## config.mk

```make
export PLATFORM = sky130hd
export DESIGN_NAME = vp_runstop_ctrl
export DESIGN_NICKNAME = d
export VERILOG_FILES = /design/src/rtl/vprc_pkg.sv /design/src/rtl/vprc_decode.sv /design/src/rtl/vprc_proc_fsm.sv /design/src/rtl/vp_runstop_ctrl.sv
export SDC_FILE = /design/constraint.sdc
export NUM_CORES = 1
export LEC_CHECK = 0
export ABC_AREA = 1
export BUFFER_PORTS_ARGS = -buffer_cell sky130_fd_sc_hd__buf_2
export CAP_MARGIN = 25
export CELL_PAD_IN_SITES_DETAIL_PLACEMENT = 1
export CELL_PAD_IN_SITES_GLOBAL_PLACEMENT = 1
export CORE_MARGIN = 2
export CORE_UTILIZATION = 14
export CTS_CLUSTER_DIAMETER = 120
export DETAILED_ROUTE_END_ITERATION = 10
export GPL_TIMING_DRIVEN = 0
export PLACE_DENSITY = 0.84
export SYNTH_ARGS = -nofsm -noshare
export SYNTH_HDL_FRONTEND = slang
export SYNTH_SLANG_ARGS = --single-unit
```

## constraint.sdc

```tcl
create_clock -name clk -period 1.1 [get_ports clk]
set_input_delay 0.165 -clock clk [delete_from_list [all_inputs] [get_ports clk]]
set_output_delay 0.165 -clock clk [all_outputs]
set_load 0.05 [all_outputs]
```

## src/rtl/vprc_pkg.sv

```systemverilog
package vprc_pkg;
    localparam int DATA_W    = 64;
    localparam int WIN_SHIFT = 8;
    localparam int NUM_WIN   = 2;

    localparam logic [WIN_SHIFT-1:0] OFS_START  = 8'h00;
    localparam logic [WIN_SHIFT-1:0] OFS_HALT   = 8'h08;
    localparam logic [WIN_SHIFT-1:0] OFS_STATUS = 8'h10;

    typedef enum logic [1:0] {
        VP_HALTED    = 2'd0,
        VP_RESETTING = 2'd1,
        VP_RUNNING   = 2'd2
    } vp_state_e;
endpackage

```

## src/rtl/vprc_decode.sv

```systemverilog
module vprc_decode
    import vprc_pkg::*;
#(
    parameter int ADDR_W = 12
) (
    input  logic [ADDR_W-1:0] addr,
    input  logic              wr_en,
    input  logic              rd_en,
    output logic              start_wr,
    output logic              halt_wr,
    output logic              status_rd
);
    localparam int IDX_W = ADDR_W - WIN_SHIFT;

    logic [IDX_W-1:0]     win_idx;
    logic [WIN_SHIFT-1:0] offs;
    logic                 win_ok;

    assign win_idx = addr[ADDR_W-1:WIN_SHIFT];
    assign offs    = addr[WIN_SHIFT-1:0];
    // both windows alias the same registers; anything else decodes to nothing
    assign win_ok  = win_idx < IDX_W'(NUM_WIN);

    assign start_wr  = wr_en && win_ok && (offs == OFS_START);
    assign halt_wr   = wr_en && win_ok && (offs == OFS_HALT);
    assign status_rd = rd_en && win_ok && (offs == OFS_STATUS);
endmodule

```

## src/rtl/vprc_proc_fsm.sv

```systemverilog
module vprc_proc_fsm
    import vprc_pkg::*;
(
    input  logic clk,
    input  logic rst_n,
    input  logic start_i,
    input  logic stop_i,
    output logic reset_pulse_o,
    output logic halt_pulse_o,
    output logic running_o
);
    vp_state_e state_q, state_d;

    always_comb begin
        state_d = state_q;
        unique case (state_q)
            VP_HALTED:    if (start_i) state_d = VP_RESETTING;
            VP_RESETTING: state_d = VP_RUNNING;
            VP_RUNNING:   if (stop_i) state_d = VP_HALTED;
            default:      state_d = VP_HALTED;
        endcase
    end

    always_ff @(posedge clk or negedge rst_n) begin
        if (!rst_n) state_q <= VP_HALTED;
        else        state_q <= state_d;
    end

    always_ff @(posedge clk or negedge rst_n) begin
        if (!rst_n) halt_pulse_o <= 1'b0;
        else        halt_pulse_o <= (state_q == VP_RUNNING) && stop_i;
    end

    assign reset_pulse_o = (state_q == VP_RESETTING);
    assign running_o     = (state_q == VP_RUNNING);

    p_reset_single_r2: assert property (@(posedge clk) disable iff (!rst_n)
        reset_pulse_o |=> (!reset_pulse_o && running_o));

    p_start_via_reset_r2: assert property (@(posedge clk) disable iff (!rst_n)
        $rose(running_o) |-> $past(reset_pulse_o));

    p_halt_from_running_r3: assert property (@(posedge clk) disable iff (!rst_n)
        halt_pulse_o |-> ($past(running_o) && !running_o));

    p_resetting_ignores_r10: assert property (@(posedge clk) disable iff (!rst_n)
        (reset_pulse_o && stop_i) |=> (running_o && !halt_pulse_o));
endmodule

```

## src/rtl/vp_runstop_ctrl.sv

```systemverilog
module vp_runstop_ctrl
    import vprc_pkg::*;
#(
    parameter int          NUM_PROC   = 1,
    parameter logic [63:0] START_MASK = 64'h1,
    parameter int          ADDR_W     = 12
) (
    input  logic                clk,
    input  logic                rst_n,
    input  logic [ADDR_W-1:0]   bus_addr,
    input  logic                bus_wr_en,
    input  logic [DATA_W-1:0]   bus_wdata,
    input  logic                bus_rd_en,
    output logic [DATA_W-1:0]   bus_rdata,
    output logic [NUM_PROC-1:0] vp_reset,
    output logic [NUM_PROC-1:0] vp_halt
);
    localparam logic [DATA_W-1:0] VALID_MASK = {DATA_W{1'b1}} >> (DATA_W - NUM_PROC);

    // start mask must fit inside the processor count
    if (START_MASK > VALID_MASK) begin : g_bad_start_mask_r8
        $error("START_MASK has bits beyond NUM_PROC");
    end

    logic                start_wr, halt_wr, status_rd;
    logic                boot_q;
    logic [DATA_W-1:0]   wdata_masked;
    logic                unused_wdata_hi;
    logic [NUM_PROC-1:0] start_vec, stop_vec, running_vec;

    vprc_decode #(.ADDR_W(ADDR_W)) u_decode (
        .addr      (bus_addr),
        .wr_en     (bus_wr_en),
        .rd_en     (bus_rd_en),
        .start_wr  (start_wr),
        .halt_wr   (halt_wr),
        .status_rd (status_rd)
    );

    // one-shot start request in the first cycle after reset release
    always_ff @(posedge clk or negedge rst_n) begin
        if (!rst_n) boot_q <= 1'b1;
        else        boot_q <= 1'b0;
    end

    assign wdata_masked    = bus_wdata & VALID_MASK;
    assign unused_wdata_hi = ^(bus_wdata & ~VALID_MASK);
    assign start_vec = (start_wr ? wdata_masked[NUM_PROC-1:0] : '0)
                     | (boot_q ? START_MASK[NUM_PROC-1:0] : '0);
    assign stop_vec  = halt_wr ? wdata_masked[NUM_PROC-1:0] : '0;

    for (genvar i = 0; i < NUM_PROC; i++) begin : g_proc
        vprc_proc_fsm u_fsm (
            .clk           (clk),
            .rst_n         (rst_n),
            .start_i       (start_vec[i]),
            .stop_i        (stop_vec[i]),
            .reset_pulse_o (vp_reset[i]),
            .halt_pulse_o  (vp_halt[i]),
            .running_o     (running_vec[i])
        );
    end

    always_ff @(posedge clk or negedge rst_n) begin
        if (!rst_n)         bus_rdata <= '0;
        else if (status_rd) bus_rdata <= DATA_W'(running_vec);
        else                bus_rdata <= '0;
    end

    p_rdata_in_range_r4: assert property (@(posedge clk) disable iff (!rst_n)
        (bus_rdata & ~VALID_MASK) == '0);

    p_no_reset_and_halt_r3: assert property (@(posedge clk) disable iff (!rst_n)
        (vp_reset & vp_halt) == '0);

    p_boot_pulse_r7: assert property (@(posedge clk) disable iff (!rst_n)
        boot_q |=> (vp_reset == START_MASK[NUM_PROC-1:0]));
endmodule

```

==> impl_summary.md, run 1 <==
Status
The run finished with clean final reports.

Cells and area
The proportion of layout cells with a drive suffix above 1 is 0.479. The utilization after layout is 0.242. The number of nets in the layout is between 200 and 300.

The library cells used most frequently in the layout, excluding fill and tap cells, are sky130_fd_sc_hd__conb_1, sky130_fd_sc_hd__buf_4, sky130_fd_sc_hd__buf_2. The final instance count without filler cells is 262. The antenna diode instance count is 0. From synthesis to final layout, the design area changed by 64.5%. Leaving out fill and tap cells, the most frequent cell in the layout is sky130_fd_sc_hd__conb_1.

Critical path
The worst setup path is launched from a register. The worst setup path is of the reg -> out kind. For the worst setup path, the data required time is about 940 ps. STA classifies the critical path endpoint as an output pin. The delay of the slowest cell on the worst path is around 350 ps. The maximum fanout encountered on the critical timing path is 2. The largest individual stage delay along the critical path comes from the cell sky130_fd_sc_hd__dfrtp_1. Traced cell by cell, the critical path runs through inv_2 -> nor2_4 -> buf_8. At the worst endpoint, the arrival time is 900 ps.

GRT
The maximum number of pins on one net before global-route repair is 6. For this run, the total global-route usage over all layers was measured as 0.0539. The final global-route overflow total is 0.

The number of antenna violations at the first check in global routing was 0. The global-route wire length before repair is roughly 2500 um. The via count of the first global-routing pass is slightly above 600.

Timing
The clock period minus worst slack is approximately 1100 ps. Setup violations remaining at the end of the flow were counted as 0. Dividing the final minimum period by the clock period gives 0.968. On the final layout, the worst hold slack is between 200 and 250 ps. The total count of max-transition violations in the final report came to 0.

Setup repair after global routing could not meet its margin everywhere. The final-report hold violation count is 0. Timing would allow up to around 940 MHz. Clock skew on the completed layout was measured at about 0.22 ps.

Power and ir drop
The largest vdd supply drop is 466 uV. The power per cell area is between 1000 and 1500 nW/um2. For this design the static power due to leakage is 0.810 nW.

Floorplanning
The overall die height is between 70 and 80 um. Row generation in the floorplan step produced 26 rows. The standard cell core area is 5170 um2. The effective utilization at floorplan is 0.147. The floorplan die area is slightly above 6000 um2. The total I/O pin count is 146. From left edge to right edge, the die measures 77.8 um.

Yosys
The xor and xnor area share after synthesis is 0. The arithmetic-cell share of the synthesized area counting full adders, half adders and majority gates is 0. The count of cell types in the netlist is 13. After synthesis, the share of cell area in mux cells is 0. A synthesized cell averages just over 7 um2. The post-synthesis instance area is roughly 760 um2. Of the total synthesized cell area, the portion taken by AND, OR, NAND and NOR gates is 0.153. The total number of yosys warnings is 0. The share of synthesized area occupied by flip-flops and latches is 0.166.

The area fraction in compound gates after synthesis is 0.0115. The post-synthesis register bit count is 5. After synthesis, the largest family of logic cells by area is buffers and inverters. After technology mapping, the gate count stands at 106.

Route
For this run, the detailed router's first-pass iteration total came to 1. The first routing iteration left 0 violations. Dividing the detail-routed wire length by the instance count gives ~6.6 um.

The routed layout has ~700 vias. The detail route stage leaves a number of antenna-violating nets equal to 0. Wires add up to around 1700 um. The post-route DRC violation count is 0.

After detailed routing, the number of vias per cell comes to between 2 and 3.

Clock network
The clock passes through at most 2 buffers. The clock root buffer is sky130_fd_sc_hd__clkbuf_8. TritonCTS created 3 clock buffers. The tree built by TritonCTS fans out to 5 sinks. The number of setup buffers added after CTS is 0.

For the worst-skew pair, the clock arrives at the later sink with an insertion delay of 220 ps. The total number of H-tree levels is 1. The clock slew seen by the registers of the worst setup and hold paths is 40 ps. The CTS tree is built.

Worst hold path
The path class of the tightest hold or removal check is in -> reg.

Placed design
Buffers placed on the I/O ports in this run total 18. The number of placed instances, taps included, is between 200 and 300. The placer congestion estimate is around 0.64.

The detailed-placement wirelength estimate is 1600 um.

Flow run
The max-cap check violation count is 0.
-- power breakdown --
group / total, mW / internal [mW] / switching (mW)
combinational: 0.892 / 0.258 / 0.634
clock: 0.343 / 0.249 / 0.0943
sequential: 0.250 / 0.219 / 0.0312
-- metal layers --
| metal | up-vias | wire, um | global-route usage | share of wire |
|---|---|---|---|---|
| li1 | 358 | - | - | - |
| met1 | 297 | 489 | 0.0420 | 0.28 |
| met2 | 43 | 1010 | 0.112 | 0.59 |
| met3 | 3 | 200 | 0.0198 | 0.12 |
| met4 | 0 | 21 | 0.0268 | 0.012 |
| met5 | - | 0 | 0 | 0 |
-- registers in the layout (all words and copies together), names as in the netlist --
name	flops
bus_rdata	1
g_proc.u_fsm.halt_pulse_o	1
g_proc.u_fsm.state_q	2
boot_q	1
-- cell usage after synthesis (all sizes together) --
| cell | count | area [um2] |
|---|---|---|
| conb | 1 | 3.75 |
| or2 | 1 | 6.26 |
| dfrtp | 4 | 100 |
| dfstp | 1 | 26.3 |
| a21oi | 1 | 8.76 |
| nand2 | 11 | 41.3 |
| buf | 63 | 473 |
| nand3 | 2 | 10.0 |
| nor2 | 11 | 46.3 |
| nand3b | 1 | 7.51 |
| nor3 | 1 | 5.00 |
| inv | 9 | 33.8 |
-- stage by stage --
step           TNS (ps)  setup WS [ps]  cell area (um2)  power, mW
2_1_floorplan         0           50.1             1000       1.02
3_3_place_gp          0            130             1180       1.08
3_5_place_dp          0            121             1180       1.09
4_1_cts               0          0.881             1240       1.47
5_1_grt           -9.51          -9.51             1250       1.57
6_report              0           35.5             1250       1.49
-- cell type report --
type                       count  area [um2]
tap                           70        87.6
inverter                       9        33.8
timing repair buffer          19         110
clock buffer                   4        45.0
buffer                        63         473
multi-input combinational     92         378
fill                         665        3920
sequential                     5         126
-- logic make-up (layout without fill, tap and decap cells) --
family / Yosys count / count (layout)
AOI/OAI and AO/OA: 1 / 1
buffers and inverters: 72 / 95
DFF: 5 / 5
other: 1 / 64
and+or+nand+nor: 27 / 27
-- final timing paths --
path / depth (start not counted) / slack (ps) / to / startpoint
max: 3 / 40 / vp_reset / g_proc[0].u_fsm.state_q[0]
min: 4 / 240 / bus_rdata[0] / bus_addr[0]
max reg2reg: 5 / 190 / bus_rdata[0] / g_proc[0].u_fsm.state_q[0]
min reg2reg: 2 / 500 / g_proc[0].u_fsm.state_q[0] / boot_q
max in group asynchronous: 2 / 590 / boot_q / rst_n
min in group asynchronous: 2 / 300 / bus_rdata[0] / rst_n
-- repair_timing --
| item | CTS | global route |
|---|---|---|
| hold endpoints to repair | 5 | 0 |
| gates cloned | 0 | 0 |
| setup endpoints to repair | 1 | 2 |
| hold buffers | 1 | 0 |
| resized for setup | 3 | 3 |
| pin swaps | 1 | 0 |
-- critical path: cells and delay by family (launching register included) --
kind / cells / cell delay, ps
buf+inv: 2 / 210
flops: 1 / 350
simple gates: 1 / 120
No activity file was read; power rests on OpenSTA's default activity.
==> run 2: changes to the inputs <==
Settings changed: SETUP_SLACK_MARGIN from default to 0.5.
==> run 2 against run 1 <==
Critical path depth is the same. Final area rose by 1.5%. Count of clock-buffer cells in the layout is the same. Hold slack lost 5.3 ps. Setup slack better by 23 ps. Routed wire length is 0.99% lower. Total power grew 0.75%. Global-route usage is 0.074 points lower. Die area unchanged. Non-clock buffer count up 1. Core utilization up 0.36 points. Critical path type unchanged. Critical endpoint unchanged.
==> impl_summary.md, run 2 (synthesis results as in run 1) <==
Status
The flow ran to the end, and the final reports show no timing, DRC or antenna violations.

Placed design
The placer congestion estimate is 0.627. The detailed-placement wirelength estimate is around 1600 um. In this run the tool buffered the top-level ports with 18 buffer cells.

Clock network
After clock tree synthesis, the clock-pin slew on the worst setup and hold paths is approximately 30 ps. The latest clock arrival within the worst-skew pair is 220 ps. The clock passes through at most 2 buffers. The root buffer cell chosen for the clock tree is sky130_fd_sc_hd__clkbuf_8. The total number of H-tree levels is 1. The TritonCTS sink count is 5.

The number of clock buffers added by TritonCTS is 3. TritonCTS built the clock tree.

Floorplanning
The horizontal die dimension is about 78 um. The number of rows in the core area is 26. The floorplan die area is 6050 um2. The effective utilization at floorplan is 0.147. Measured along the y axis, the die boundary spans between 70 and 80 um. For this design the top-level I/O count stands at about 150.

The floorplan step defined a core boundary enclosing between 5000 and 6000 um2.

Critical path
The critical path endpoint category is an output pin. The required time of the critical path is between 900 and 1000 ps. The startpoint class of the critical path is a register. By startpoint and endpoint, the worst setup path is classified as reg -> out.

The worst endpoint data arrival time is 880 ps. Counting cells, the worst reg-to-reg path comes to 3. The maximum fanout encountered on the critical timing path is 2.

Power and ir drop
The largest vdd supply drop is 426 uV. The analysis attributes to cell leakage a power of around 0.81 nW. Dividing total power by cell area gives a power density of 1180 nW/um2.

Timing
The clock period minus worst slack is roughly 1000 ps. Setup repair after global routing could not meet its margin everywhere. The final-report setup violation count is 0. The total count of max-transition violations in the final report came to 0. In the finished design, the share of the clock period the worst path needs comes to 0.947. Timing would allow up to a little under 1000 MHz. The final-report hold violation count is 0.

The accumulated negative setup slack is 0 ps. For the final database, setup skew stands at 0.152 ps.

Cells and area
The register with the most flip-flops in the layout has 2 of them. The register with the most flip-flops is g_proc.u_fsm.state_q. Relative to the synthesized area, the layout overhead comes to 67.0%. The library cells used most frequently in the layout, excluding fill and tap cells, are sky130_fd_sc_hd__buf_4, sky130_fd_sc_hd__conb_1, sky130_fd_sc_hd__buf_2. The number of nets in the layout is approximately 270. The utilization after layout is 0.246.

In the final layout, the share of cells above drive strength 1 is 0.492. 0 antenna diodes ended up in the layout. Counting the fill cells in the layout gives between 600 and 700.

GRT
The number of antenna violations at the first check in global routing is 0. The total overflow left after global routing is 0. The via count of the first global-routing pass is 594. Entering global routing, the biggest net connects 6 pins.

The overall track demand over capacity in global routing is 0.0532. The global-route wire length before repair is between 2000 and 3000 um.

Route
The post-route DRC violation count is 0. The routed length per placed instance is ~6.5 um. The detail route stage leaves a number of antenna-violating nets equal to 0. The total wire length is 1700 um.

For this block, the via count after detailed routing is roughly 700. For this run, the detailed router's first-pass iteration total came to 2. In this run, the number of DRC markers left after iteration 0 of detailed routing was 2. The via count normalized by instance count is around 2.6.

Worst hold path
The min-delay analysis places its worst path in the category in -> reg. Counting instances, the worst hold path has a depth of 4.

Flow run
The max-cap check violation count is 0.
==> run 2: what timing repair did <==
action	4_1_cts	5_1_grt
endpoints found under the setup margin	7	7
resized for setup	7	0
hold buffers	1	0
buffers inserted	1	0
hold endpoints to repair	5	0
==> run 2: worst paths after layout <==
path / start / endpoint / slack, ps
hold reg to reg: boot_q / g_proc[0].u_fsm.state_q[0] / 500
hold / removal: bus_addr[11] / bus_rdata[0] / 240
setup / recovery: g_proc[0].u_fsm.state_q[0] / vp_reset / 60
setup reg to reg: g_proc[0].u_fsm.state_q[1] / g_proc[0].u_fsm.state_q[0] / 100
min in group asynchronous: rst_n / g_proc[0].u_fsm.state_q[0] / 300
max in group asynchronous: rst_n / boot_q / 590
==> run 2: area by class of cell <==
type	instances	area, um2	share of cell area
Multi-Input combinational cell	92	378	0.297
Tap cell	70	87.6	0.0688
Buffer	63	473	0.372
Clock buffer	4	45.0	0.0354
Timing Repair Buffer	20	126	0.0993
Sequential cell	5	129	0.101
Inverter	9	33.8	0.0265
==> run 2: power breakdown <==
group | internal, mW | switching, mW
registers | 0.219 | 0.0247
logic | 0.272 | 0.644
clock network | 0.249 | 0.0892
==> run 2: worst max-delay path, cell delays in order, from the launching register on <==
cell,delay [ps]
sky130_fd_sc_hd__dfrtp_1,340
sky130_fd_sc_hd__inv_2,50
sky130_fd_sc_hd__nor2_4,110
sky130_fd_sc_hd__buf_6,160
==> run 2: layer usage <==
| layer | vias up | wire [um] | GRT usage |
|---|---|---|---|
| li1 | 362 | - | - |
| met5 | - | 0 | 0 |
| met2 | 41 | 982 | 0.107 |
| met4 | 0 | 15 | 0.0214 |
| met3 | 2 | 198 | 0.0174 |
| met1 | 291 | 506 | 0.0476 |
==> run 2: stage by stage <==
step | hold slack, ps | instances | cell area (um2) | setup WS (ps) | power (mW)
3_5_place_dp | -16.7 | 257 | 1190 | 96.6 | 1.11
4_1_cts | 243 | 263 | 1270 | 39.9 | 1.50
5_1_grt | 264 | 263 | 1270 | 3.72 | 1.60
6_report | 237 | 263 | 1270 | 58.7 | 1.50
2_1_floorplan | -131 | 169 | 1010 | 242 | 1.04
3_3_place_gp | -18.6 | 257 | 1190 | 108 | 1.10
